## src/rtl/spim_pkg.sv

```systemverilog
package spim_pkg;
  localparam int REG_W         = 32;
  localparam int CTRL_RDY_BIT  = 1;
  localparam int CTRL_CS_LSB   = 16;
  localparam int CFG_CPHA_BIT  = 6;
  localparam int CFG_CPOL_BIT  = 7;
  localparam int CFG_FLUSH_BIT = 9;

  typedef enum logic [1:0] {
    SEL_CTRL = 2'd0,
    SEL_CFG  = 2'd1,
    SEL_TX   = 2'd2,
    SEL_RX   = 2'd3
  } reg_sel_e;
endpackage

```

## src/rtl/spim_regs.sv

```systemverilog
module spim_regs
  import spim_pkg::*;
#(
  parameter int CS_NUM = 4,
  parameter int PS_W   = 5,
  parameter int DATA_W = 8,
  parameter int ADDR_W = 4
) (
  input  logic              clk,
  input  logic              rst_n,
  input  logic              reg_wr,
  input  logic [ADDR_W-1:0] reg_addr,
  input  logic [REG_W-1:0]  reg_wdata,
  input  logic              busy,
  input  logic [DATA_W-1:0] rx_byte,
  output logic [REG_W-1:0]  reg_rdata,
  output logic [CS_NUM-1:0] cs_en,
  output logic [PS_W-1:0]   ps_code,
  output logic              cpol,
  output logic              cpha,
  output logic              flush,
  output logic              start,
  output logic [DATA_W-1:0] tx_byte,
  output logic              ready
);
  localparam int SEL_LSB = ADDR_W - 2;

  reg_sel_e          sel;
  logic              wr_ctrl, wr_cfg;
  logic [CS_NUM-1:0] cs_en_d;
  logic [PS_W-1:0]   ps_d;
  logic              cpol_d, cpha_d, flush_d;

  assign sel     = reg_sel_e'(reg_addr[SEL_LSB +: 2]);
  assign wr_ctrl = reg_wr && (sel == SEL_CTRL);
  assign wr_cfg  = reg_wr && (sel == SEL_CFG);
  assign ready   = !busy && !flush;
  assign start   = reg_wr && (sel == SEL_TX) && ready;
  assign tx_byte = reg_wdata[DATA_W-1:0];

  always_comb begin
    cs_en_d = cs_en;
    ps_d    = ps_code;
    cpol_d  = cpol;
    cpha_d  = cpha;
    flush_d = 1'b0;
    if (wr_ctrl) cs_en_d = reg_wdata[CTRL_CS_LSB +: CS_NUM];
    if (wr_cfg) begin
      ps_d    = reg_wdata[PS_W-1:0];
      cpol_d  = reg_wdata[CFG_CPOL_BIT];
      cpha_d  = reg_wdata[CFG_CPHA_BIT];
      flush_d = reg_wdata[CFG_FLUSH_BIT] && !flush;
    end
  end

  always_ff @(posedge clk or negedge rst_n) begin
    if (!rst_n) begin
      cs_en   <= '0;
      ps_code <= '0;
      cpol    <= 1'b0;
      cpha    <= 1'b0;
      flush   <= 1'b0;
    end else begin
      if (wr_ctrl) cs_en <= cs_en_d;
      if (wr_cfg) begin
        ps_code <= ps_d;
        cpol    <= cpol_d;
        cpha    <= cpha_d;
      end
      flush <= flush_d;
    end
  end

  always_comb begin
    reg_rdata = '0;
    unique case (sel)
      SEL_CTRL: begin
        reg_rdata[CTRL_CS_LSB +: CS_NUM] = cs_en;
        reg_rdata[CTRL_RDY_BIT]          = ready;
      end
      SEL_CFG: begin
        reg_rdata[PS_W-1:0]     = ps_code;
        reg_rdata[CFG_CPHA_BIT] = cpha;
        reg_rdata[CFG_CPOL_BIT] = cpol;
        reg_rdata[CFG_FLUSH_BIT] = flush;
      end
      SEL_TX:  reg_rdata = '0;
      SEL_RX:  reg_rdata[DATA_W-1:0] = rx_byte;
      default: reg_rdata = '0;
    endcase
  end
endmodule

```

## src/rtl/spim_edge_gen.sv

```systemverilog
module spim_edge_gen #(
  parameter int PS_W = 5
) (
  input  logic            clk,
  input  logic            rst_n,
  input  logic            run,
  input  logic [PS_W-1:0] code,
  output logic            tick
);
  logic [PS_W-1:0] half, raw_half, cnt_q, cnt_d;

  // Fine range halves the code; coarse range doubles the low bits then halves.
  assign raw_half = code[PS_W-1] ? {1'b0, code[PS_W-2:0]} : (code >> 1);
  assign half     = (raw_half == '0) ? PS_W'(1) : raw_half;
  assign tick     = run && (cnt_q == half - PS_W'(1));

  always_comb begin
    if (!run || tick) cnt_d = '0;
    else              cnt_d = cnt_q + PS_W'(1);
  end

  always_ff @(posedge clk or negedge rst_n) begin
    if (!rst_n) cnt_q <= '0;
    else        cnt_q <= cnt_d;
  end
endmodule

```

## src/rtl/spim_shifter.sv

```systemverilog
module spim_shifter #(
  parameter int DATA_W = 8
) (
  input  logic              clk,
  input  logic              rst_n,
  input  logic              start,
  input  logic [DATA_W-1:0] tx_byte,
  input  logic              flush,
  input  logic              tick,
  input  logic              cpol,
  input  logic              cpha,
  input  logic              miso,
  output logic              busy,
  output logic              sclk,
  output logic              mosi,
  output logic [DATA_W-1:0] rx_byte
);
  localparam int EDGES = 2 * DATA_W;
  localparam int EC_W  = $clog2(EDGES + 2);

  logic [EC_W-1:0]   ecnt_q, ecnt_d, ecnt_inc, last_edge;
  logic              busy_d, sclk_q, sclk_d;
  logic [DATA_W-1:0] tx_q, tx_d, sh_q, sh_d, rx_d;
  logic              leading, sample_now, shift_now, in_clock;

  assign last_edge = cpha ? EC_W'(EDGES + 1) : EC_W'(EDGES);
  assign ecnt_inc  = ecnt_q + EC_W'(1);
  assign in_clock  = (ecnt_inc <= EC_W'(EDGES));
  assign leading   = ecnt_inc[0];
  assign sample_now = in_clock && (cpha ? !leading : leading);
  assign shift_now  = in_clock && (cpha ? (leading && ecnt_inc != EC_W'(1))
                                        : (!leading && ecnt_inc != EC_W'(EDGES)));

  always_comb begin
    busy_d = busy;
    ecnt_d = ecnt_q;
    sclk_d = sclk_q;
    tx_d   = tx_q;
    sh_d   = sh_q;
    rx_d   = rx_byte;
    if (flush) begin
      busy_d = 1'b0;
      ecnt_d = '0;
      sclk_d = 1'b0;
      sh_d   = '0;
      rx_d   = '0;
    end else if (start) begin
      busy_d = 1'b1;
      ecnt_d = '0;
      sclk_d = 1'b0;
      tx_d   = tx_byte;
    end else if (busy && tick) begin
      ecnt_d = ecnt_inc;
      if (in_clock)   sclk_d = !sclk_q;
      if (sample_now) sh_d   = {sh_q[DATA_W-2:0], miso};
      if (shift_now)  tx_d   = {tx_q[DATA_W-2:0], 1'b0};
      if (ecnt_inc == last_edge) begin
        busy_d = 1'b0;
        rx_d   = sh_d;
      end
    end
  end

  always_ff @(posedge clk or negedge rst_n) begin
    if (!rst_n) begin
      busy    <= 1'b0;
      ecnt_q  <= '0;
      sclk_q  <= 1'b0;
      tx_q    <= '0;
      sh_q    <= '0;
      rx_byte <= '0;
    end else begin
      busy    <= busy_d;
      ecnt_q  <= ecnt_d;
      sclk_q  <= sclk_d;
      tx_q    <= tx_d;
      sh_q    <= sh_d;
      rx_byte <= rx_d;
    end
  end

  assign sclk = sclk_q ^ cpol;
  assign mosi = tx_q[DATA_W-1];
endmodule

```

## src/rtl/spim_legacy_top.sv

```systemverilog
module spim_legacy_top #(
  parameter int CS_NUM = 4,
  parameter int PS_W   = 5,
  parameter int DATA_W = 8,
  parameter int ADDR_W = 4
) (
  input  logic              clk,
  input  logic              rst_n,
  input  logic              reg_wr,
  input  logic [ADDR_W-1:0] reg_addr,
  input  logic [31:0]       reg_wdata,
  output logic [31:0]       reg_rdata,
  output logic              spi_sclk,
  output logic              spi_mosi,
  input  logic              spi_miso,
  output logic [CS_NUM-1:0] spi_cs_n
);
  logic              busy_w, tick_w, cpol_w, cpha_w, flush_w, start_w, ready_w;
  logic [CS_NUM-1:0] cs_en_w;
  logic [PS_W-1:0]   ps_w;
  logic [DATA_W-1:0] tx_w, rx_w;

  spim_regs #(.CS_NUM(CS_NUM), .PS_W(PS_W), .DATA_W(DATA_W), .ADDR_W(ADDR_W)) regs_i (
    .clk(clk), .rst_n(rst_n), .reg_wr(reg_wr), .reg_addr(reg_addr),
    .reg_wdata(reg_wdata), .busy(busy_w), .rx_byte(rx_w), .reg_rdata(reg_rdata),
    .cs_en(cs_en_w), .ps_code(ps_w), .cpol(cpol_w), .cpha(cpha_w),
    .flush(flush_w), .start(start_w), .tx_byte(tx_w), .ready(ready_w)
  );

  spim_edge_gen #(.PS_W(PS_W)) edge_i (
    .clk(clk), .rst_n(rst_n), .run(busy_w), .code(ps_w), .tick(tick_w)
  );

  spim_shifter #(.DATA_W(DATA_W)) shift_i (
    .clk(clk), .rst_n(rst_n), .start(start_w), .tx_byte(tx_w), .flush(flush_w),
    .tick(tick_w), .cpol(cpol_w), .cpha(cpha_w), .miso(spi_miso),
    .busy(busy_w), .sclk(spi_sclk), .mosi(spi_mosi), .rx_byte(rx_w)
  );

  assign spi_cs_n = ~cs_en_w;
endmodule

```

## config.mk

```make
export PLATFORM = sky130hd
export DESIGN_NAME = spim_legacy_top
export DESIGN_NICKNAME = d
export VERILOG_FILES = /design/src/rtl/spim_pkg.sv /design/src/rtl/spim_regs.sv /design/src/rtl/spim_edge_gen.sv /design/src/rtl/spim_shifter.sv /design/src/rtl/spim_legacy_top.sv
export SDC_FILE = /design/constraint.sdc
export NUM_CORES = 1
export LEC_CHECK = 0
export BUFFER_PORTS_ARGS = -buffer_cell sky130_fd_sc_hd__buf_2
export CAP_MARGIN = 0
export CORE_UTILIZATION = 50
export CTS_CLUSTER_DIAMETER = 50
export CTS_CLUSTER_SIZE = 16
export DETAILED_ROUTE_END_ITERATION = 12
export GPL_ROUTABILITY_DRIVEN = 0
export GPL_TIMING_DRIVEN = 0
export HOLD_SLACK_MARGIN = 0.15
export PLACE_DENSITY = 0.73
export SYNTH_ARGS = -nofsm -noshare
export SYNTH_HDL_FRONTEND = slang
export SYNTH_SLANG_ARGS = --single-unit
```

## constraint.sdc

```tcl
create_clock -name clk -period 4.6 [get_ports clk]
set_clock_uncertainty 0.2 [all_clocks]
set_input_delay 0.69 -clock clk [delete_from_list [all_inputs] [get_ports clk]]
set_output_delay 0.69 -clock clk [all_outputs]
set_load 0.05 [all_outputs]
```

Word level (Yosys, flattened, before mapping)
Cells that the tools add are included.
{"block": "word_totals", "register_bits": 48, "input_bits": 40}
{"block": "classes", "reduce_logical": 31, "mux": 36, "bitwise_logic": 3, "add_sub_neg": 3, "n_lt_le_gt_ge": 1, "eq_ne": 8}
{"operator": "$mux 8", "count": 11}
{"operator": "$mux 5", "count": 5}
{"operator": "$mux 1", "count": 14}
{"operator": "$logic_and 1x1->1", "count": 12}
{"operator": "$add 5x1->5 const B", "count": 2}
{"operator": "$eq 5x5->1", "count": 2}
{"operator": "$reduce_bool 3->1", "count": 3}
{"operator": "$mux 4", "count": 2}
{"operator": "$reduce_bool 2->1", "count": 4}
{"operator": "$pmux 3 s2", "count": 1}
{"operator": "$reduce_and 2->1", "count": 3}
{"operator": "$reduce_and 3->1", "count": 2}
{"operator": "$le 5x5->1 const B", "count": 1}
{"operator": "$logic_not 5->1", "count": 1}
{"operator": "$ne 5x1->1 const B", "count": 1}
{"operator": "$ne 5x5->1 const B", "count": 1}
{"operator": "$sub 5x1->5 const B", "count": 1}
{"operator": "$eq 2x2->1 const B", "count": 2}
{"operator": "$logic_not 1->1", "count": 4}
{"operator": "$not 4->4", "count": 1}
{"operator": "$pmux 1 s4", "count": 1}
{"operator": "$pmux 2 s2", "count": 1}
{"operator": "$eq 2x1->1 const B", "count": 1}
{"operator": "$logic_not 2->1", "count": 1}
{"operator": "5 further kinds", "count": 5}

Longest topological paths before layout
{"block": "depth", "ltp_word": 10, "ltp_mapped": 11, "depth_no_buf": 9}

Hierarchy
A second synthesis with hierarchy kept.
{"block": "unflattened", "hier_cells": 288, "hier_area_um2": 2971.6}
{"mod": "spim_shifter", "instances": 1, "area_per_inst_um2": 1695.4, "cells_each": 162, "seq_area_each_um2": 775.7}
{"mod": "spim_regs", "instances": 1, "area_per_inst_um2": 868.3, "cells_each": 81, "seq_area_each_um2": 300.3}
{"mod": "spim_edge_gen", "instances": 1, "area_per_inst_um2": 392.9, "cells_each": 41, "seq_area_each_um2": 125.1}
{"mod": "spim_legacy_top", "instances": 1, "area_per_inst_um2": 15.0, "cells_each": 4, "seq_area_each_um2": 0.0}

Worst setup path after synthesis
Ideal clock, no wire load.
{"block": "synth_path", "path_kind": "input port to output port", "start": "input reg_addr[3]", "end": "output reg_rdata[16]", "path_buffers": 2, "setup_slack_ns": 1.495, "arrival_ns": 2.215, "cell_stages": 3, "cell_sequence": "clkbuf_1 -> clkbuf_1 -> nor3_1"}
{"block": "synth_via", "elab_chain_cells": 2}
{"element": "start, declared", "line": "spim_legacy_top.sv:10", "text": "input logic [ADDR_W-1:0] reg_addr,"}
{"element": "$logic_not 2->1", "line": "spim_regs.sv:76", "text": "unique case (sel)"}
{"element": "$mux 4", "line": "spim_regs.sv:76"}
{"element": "end, declared", "line": "spim_legacy_top.sv:12", "text": "output logic [31:0] reg_rdata,"}
No other way between the ends.

Worst setup path after layout
{"block": "layout_path", "start": "register regs_i.ps_code[2]", "end": "register shift_i.ecnt_q[1]"}
{"block": "layout_via", "elab_chain_cells": 8}
{"element": "start, declared", "line": "spim_regs.sv:18", "text": "output logic [PS_W-1:0] ps_code,"}
{"element": "start signal, assigned", "line": "spim_regs.sv:66", "text": "ps_code <= ps_d;"}
{"element": "$mux 4 (*)", "line": "spim_edge_gen.sv:13", "text": "assign raw_half = code[PS_W-1] ? {1'b0, code[PS_W-2:0]} : (code >> 1);"}
{"element": "$logic_not 5->1", "line": "spim_edge_gen.sv:14", "text": "assign half = (raw_half == '0) ? PS_W'(1) : raw_half;"}
{"element": "$mux 5 (*)", "line": "spim_edge_gen.sv:14"}
{"element": "$sub 5x1->5 (*)", "line": "spim_edge_gen.sv:15", "text": "assign tick = run && (cnt_q == half - PS_W'(1));"}
{"element": "$eq 5x5->1 (*)", "line": "spim_edge_gen.sv:15"}
{"element": "$logic_and 1x1->1 (*)", "line": "spim_edge_gen.sv:15"}
{"element": "$logic_and 1x1->1 (*)", "line": "spim_shifter.sv:52", "text": "end else if (busy && tick) begin"}
{"element": "$reduce_bool 3->1 (no line) (*)"}
{"element": "end signal, assigned", "line": "spim_shifter.sv:74", "text": "ecnt_q <= ecnt_d;"}
{"element": "end, declared", "line": "spim_shifter.sv:21", "text": "logic [EC_W-1:0] ecnt_q, ecnt_d, ecnt_inc, last_edge;"}
Every way passes the cells marked *; elsewhere a longest branch is shown, timed or not.
A chain may end at the register's enable or synchronous reset.

==> impl_metrics.env <==
export IMPL_worst_endpoint_required_ns=4.62
export IMPL_grt_first_pass_wirelength_um=9832
export IMPL_yosysSeqAreaShare=0.4158
export IMPL_track_usage=0.2079
export IMPL_synth_top_area_share=0.4158
export IMPL_power_density_nw_per_um2=494.2
export IMPL_cts_max_level=2
export IMPL_worstReg2RegEnd="shift_i.ecnt_q[1]"
export IMPL_yosys_cell_count_top_type="dfrtp_1"
export IMPL_cp_cell_sequence="or3_4, and2_2, ha_1, nand4b_1, a21oi_1, o31ai_2, or2_1, clkbuf_1, nand3_1, a21oi_1"
export IMPL_top_cell_family_by_delay_on_the_critical_path="compound AO/OA/AOI/OAI gates"
export IMPL_timing_critical_path_buf_inv=1
export IMPL_gr_total_overflow=0
export IMPL_synth_ff_latch_count=48
export IMPL_antenna_violating_nets_post_route=0
export IMPL_syn_inst=289
export IMPL_power_sequential_fraction=0.384
export IMPL_yosysTopAreaCell="dfrtp_1"
export IMPL_cts_tree="yes"
export IMPL_wl_met2_um=2931
export IMPL_cellInternalPower_uw=946.4
export IMPL_post_synth_num_cell_types=52
export IMPL_setup_worst_path_start="regs_i.ps_code[2]"
export IMPL_port_buffers=35
export IMPL_top_layer="met4"
export IMPL_met1Wirelength_um=2624
export IMPL_timing_rr_start="regs_i.ps_code[2]"
export IMPL_final_period_utilization=0.7315
export IMPL_worst_slack_ns=1.235
export IMPL_ws_path_type="flip-flop to flip-flop"
export IMPL_post_synth_xor_area_fraction=0.02988
export IMPL_r2r_slack_ns=1.24
export IMPL_routed_wl_um=5831
export IMPL_setup_worst_path_end_class="flip-flop"
export IMPL_finalCoreUtilization=0.5978
export IMPL_vias_per_cell=5.147
export IMPL_die_w_um=78.02
export IMPL_path_common_cell="a21oi_1"
export IMPL_synth_compound_area_frac=0.1291
export IMPL_die_area_um2=6086
export IMPL_timing_max_cap_violations=0
export IMPL_synth_common_cells="dfrtp_1, mux2i_1, nor2_1"
export IMPL_cellLeakagePower_nw=1.565
export IMPL_worst_r2r_path_depth=10
export IMPL_irDropWorstVdd_uv=204.9
export IMPL_cts_hold_fix_buffers=0
export IMPL_drt_pass1_iter_count=4
export IMPL_drt_drc_violations_left=0
export IMPL_worst_setup_path_endpoint="shift_i.ecnt_q[1]"
export IMPL_clk_latency_ns=0.30
export IMPL_grt_start_max_net_pins=49
export IMPL_antenna_found_initial=0
export IMPL_power_frac_comb=0.459
export IMPL_place_hpwl_um=4411
export IMPL_post_synth_fa_ha_maj_area_fraction=0.01732
export IMPL_post_place_ws_ns=1.250
export IMPL_numCtsBuffers=5
export IMPL_synth_area_top_cells="dfrtp_1, mux2i_1, buf_4"
export IMPL_setup_tns_ns=0
export IMPL_floorplan_die_height_um=78.02
export IMPL_cp_num_cells=10
export IMPL_finalWorstPathRequiredPeriod_ns=3.365
export IMPL_hold_viol_final=0
export IMPL_area_delta_synth_final_pct=14.64
export IMPL_critical_path_startpoint_type="flip-flop"
export IMPL_min_path_type="flip-flop to flip-flop"
export IMPL_start_util=0.5215
export IMPL_layout_cells_non_filler=422
export IMPL_rsz0062_at_grt="false"
export IMPL_synthSimpleGateAreaFrac=0.1832
export IMPL_worst_path_max_fanout=8
export IMPL_mux_share_of_post_synthesis_cell_area=0.1390
export IMPL_std_cell_rows=27
export IMPL_p_sw_frac=0.4217
export IMPL_post_cts_repair_setup_buffers=0
export IMPL_num_antenna_cells=0
export IMPL_totalPowerFinal_mw=1.637
export IMPL_ctsResizeCount=0
export IMPL_syn_area_per_cell_um2=9.997
export IMPL_drt_wirelength_per_cell_um=13.82
export IMPL_report_final_slew_viol_count=0
export IMPL_reg_clk_slew_reported_paths_ns=0.08
export IMPL_first_global_vias=2066
export IMPL_clock_power_share=0.157
export IMPL_drive_above_1_share=0.2543
export IMPL_num_io_pins=78
export IMPL_total_placed_cells_including_tap_cells=414
export IMPL_ctsRootBufferMaster="clkbuf_8"
export IMPL_status="finished, final reports clean"
export IMPL_fin_nets=393
export IMPL_synth_async_sr_flop_share=1.000
export IMPL_postSynth_topFlopCell="dfrtp_1"
export IMPL_combinational_family_with_the_most_area_after_synthesis="simple AND/OR/NAND/NOR gates"
export IMPL_syn_cell_area_um2=2889
export IMPL_clock_sink_count=48
export IMPL_critical_path_slowest_cell="o31ai_2"
export IMPL_slew_limit_headroom=0.2941
export IMPL_worst_pin_slew_ns=1.059
export IMPL_maximum_count_of_clock_buffers_along_a_single_path=2
export IMPL_synth_enable_flop_cells=0
export IMPL_yosysWarnings=0
export IMPL_max_clock_freq_mhz=297.2
export IMPL_vias=2172
export IMPL_floorplan_core_area_um2=5540
export IMPL_setup_viol=0
export IMPL_crit_arrival_ns=3.39
export IMPL_route_met3_wl_um=200
export IMPL_drt_initial_drc_count=120
export IMPL_critical_path_max_stage_delay_ns=0.77
export IMPL_total_switching_power_uw=690.2
## cell families (layout without fill, tap and decap cells)
family	count (synthesis)	in the layout
compound gates	45	45
xor+xnor	9	9
fa+ha+maj	4	4
buf+inv	43	86
flops	48	48
mux	39	39
other cells	1	19
simple gates	100	100
## routing by layer
| layer | global-route usage | vias up |
|---|---|---|
| met5 | 0 | - |
| met4 | 0.06481 | 0 |
| met3 | 0.04419 | 6 |
| met2 | 0.3496 | 41 |
| met1 | 0.2688 | 1046 |
| li1 | - | 1079 |
## registers in the layout (all words and copies together), names as in the netlist
| signal | count |
|---|---|
| regs_i.cs_en | 4 |
| regs_i.cpol | 1 |
| shift_i.tx_q | 8 |
| shift_i.ecnt_q | 5 |
| shift_i.sh_q | 8 |
| edge_i.cnt_q | 5 |
| shift_i.sclk_q | 1 |
| shift_i.busy | 1 |
| shift_i.rx_byte | 8 |
| regs_i.ps_code | 5 |
| regs_i.cpha | 1 |
| regs_i.flush | 1 |
## worst min-delay path, stage by stage, from the launching register on
cell and delay, ns:
dfrtp_1 0.34, nand3b_1 0.07, nand3_1 0.06
## how the worst min path moves through the flow
stage	depth (start not counted)	end	start	slack (ns)
after detailed placement	2	shift_i.tx_q[7]	shift_i.tx_q[7]	0.29
after floorplan	0	edge_i.cnt_q[0]	rst_n	0.19
after global placement	2	shift_i.tx_q[7]	shift_i.tx_q[7]	0.29
after global routing	2	shift_i.tx_q[7]	shift_i.tx_q[6]	0.35
final	2	shift_i.tx_q[7]	shift_i.tx_q[7]	0.31
after CTS	2	shift_i.tx_q[7]	shift_i.tx_q[7]	0.31
## power groups by stage
| stage | sequential, mW | clock (mW) | combinational [mW] |
|---|---|---|---|
| 2_1_floorplan | 0.623 | 0 | 0.611 |
| 3_3_place_gp | 0.629 | 0 | 0.736 |
| 3_5_place_dp | 0.634 | 0 | 0.754 |
| 4_1_cts | 0.626 | 0.266 | 0.758 |
| 5_1_grt | 0.644 | 0.284 | 0.825 |
| 6_report | 0.629 | 0.256 | 0.752 |
## layout make-up
cell class	count	area [um2]
plain buffers	36	217.7
inverters	7	26.28
multi-input cells	216	1511
clock buffers	8	90.09
flip-flops and latches	48	1201
fillers	493	2228
well taps	72	90.09
repair buffers	35	175.2
## cells in the final DEF, fill, tap and decap left out, types with 6 or more instances in the layout
cell type | Yosys | routed
mux2i_1 | 30 | 30
nor2_1 | 30 | 30
buf_2 | 3 | 38
clkbuf_1 | 13 | 15
nand2_1 | 19 | 19
nor2b_1 | 9 | 9
nand3_1 | 11 | 11
dfrtp_1 | 48 | 48
buf_4 | 19 | 19
clkbuf_8 | 0 | 6
a21o_1 | 7 | 7
a211oi_1 | 8 | 8
o21ai_0 | 10 | 10
nor3_1 | 7 | 7
conb_1 | 1 | 19
inv_1 | 7 | 7
mux2_2 | 9 | 9
## stage by stage
| stage | hold WS [ns] | instance area (um2) |
|---|---|---|
| 2_1_floorplan | 0.1944 | 2957 |
| 3_3_place_gp | 0.2930 | 3222 |
| 3_5_place_dp | 0.2914 | 3222 |
| 4_1_cts | 0.3131 | 3312 |
| 5_1_grt | 0.3509 | 3312 |
| 6_report | 0.3099 | 3312 |
No activity file was read; power rests on OpenSTA's default activity.
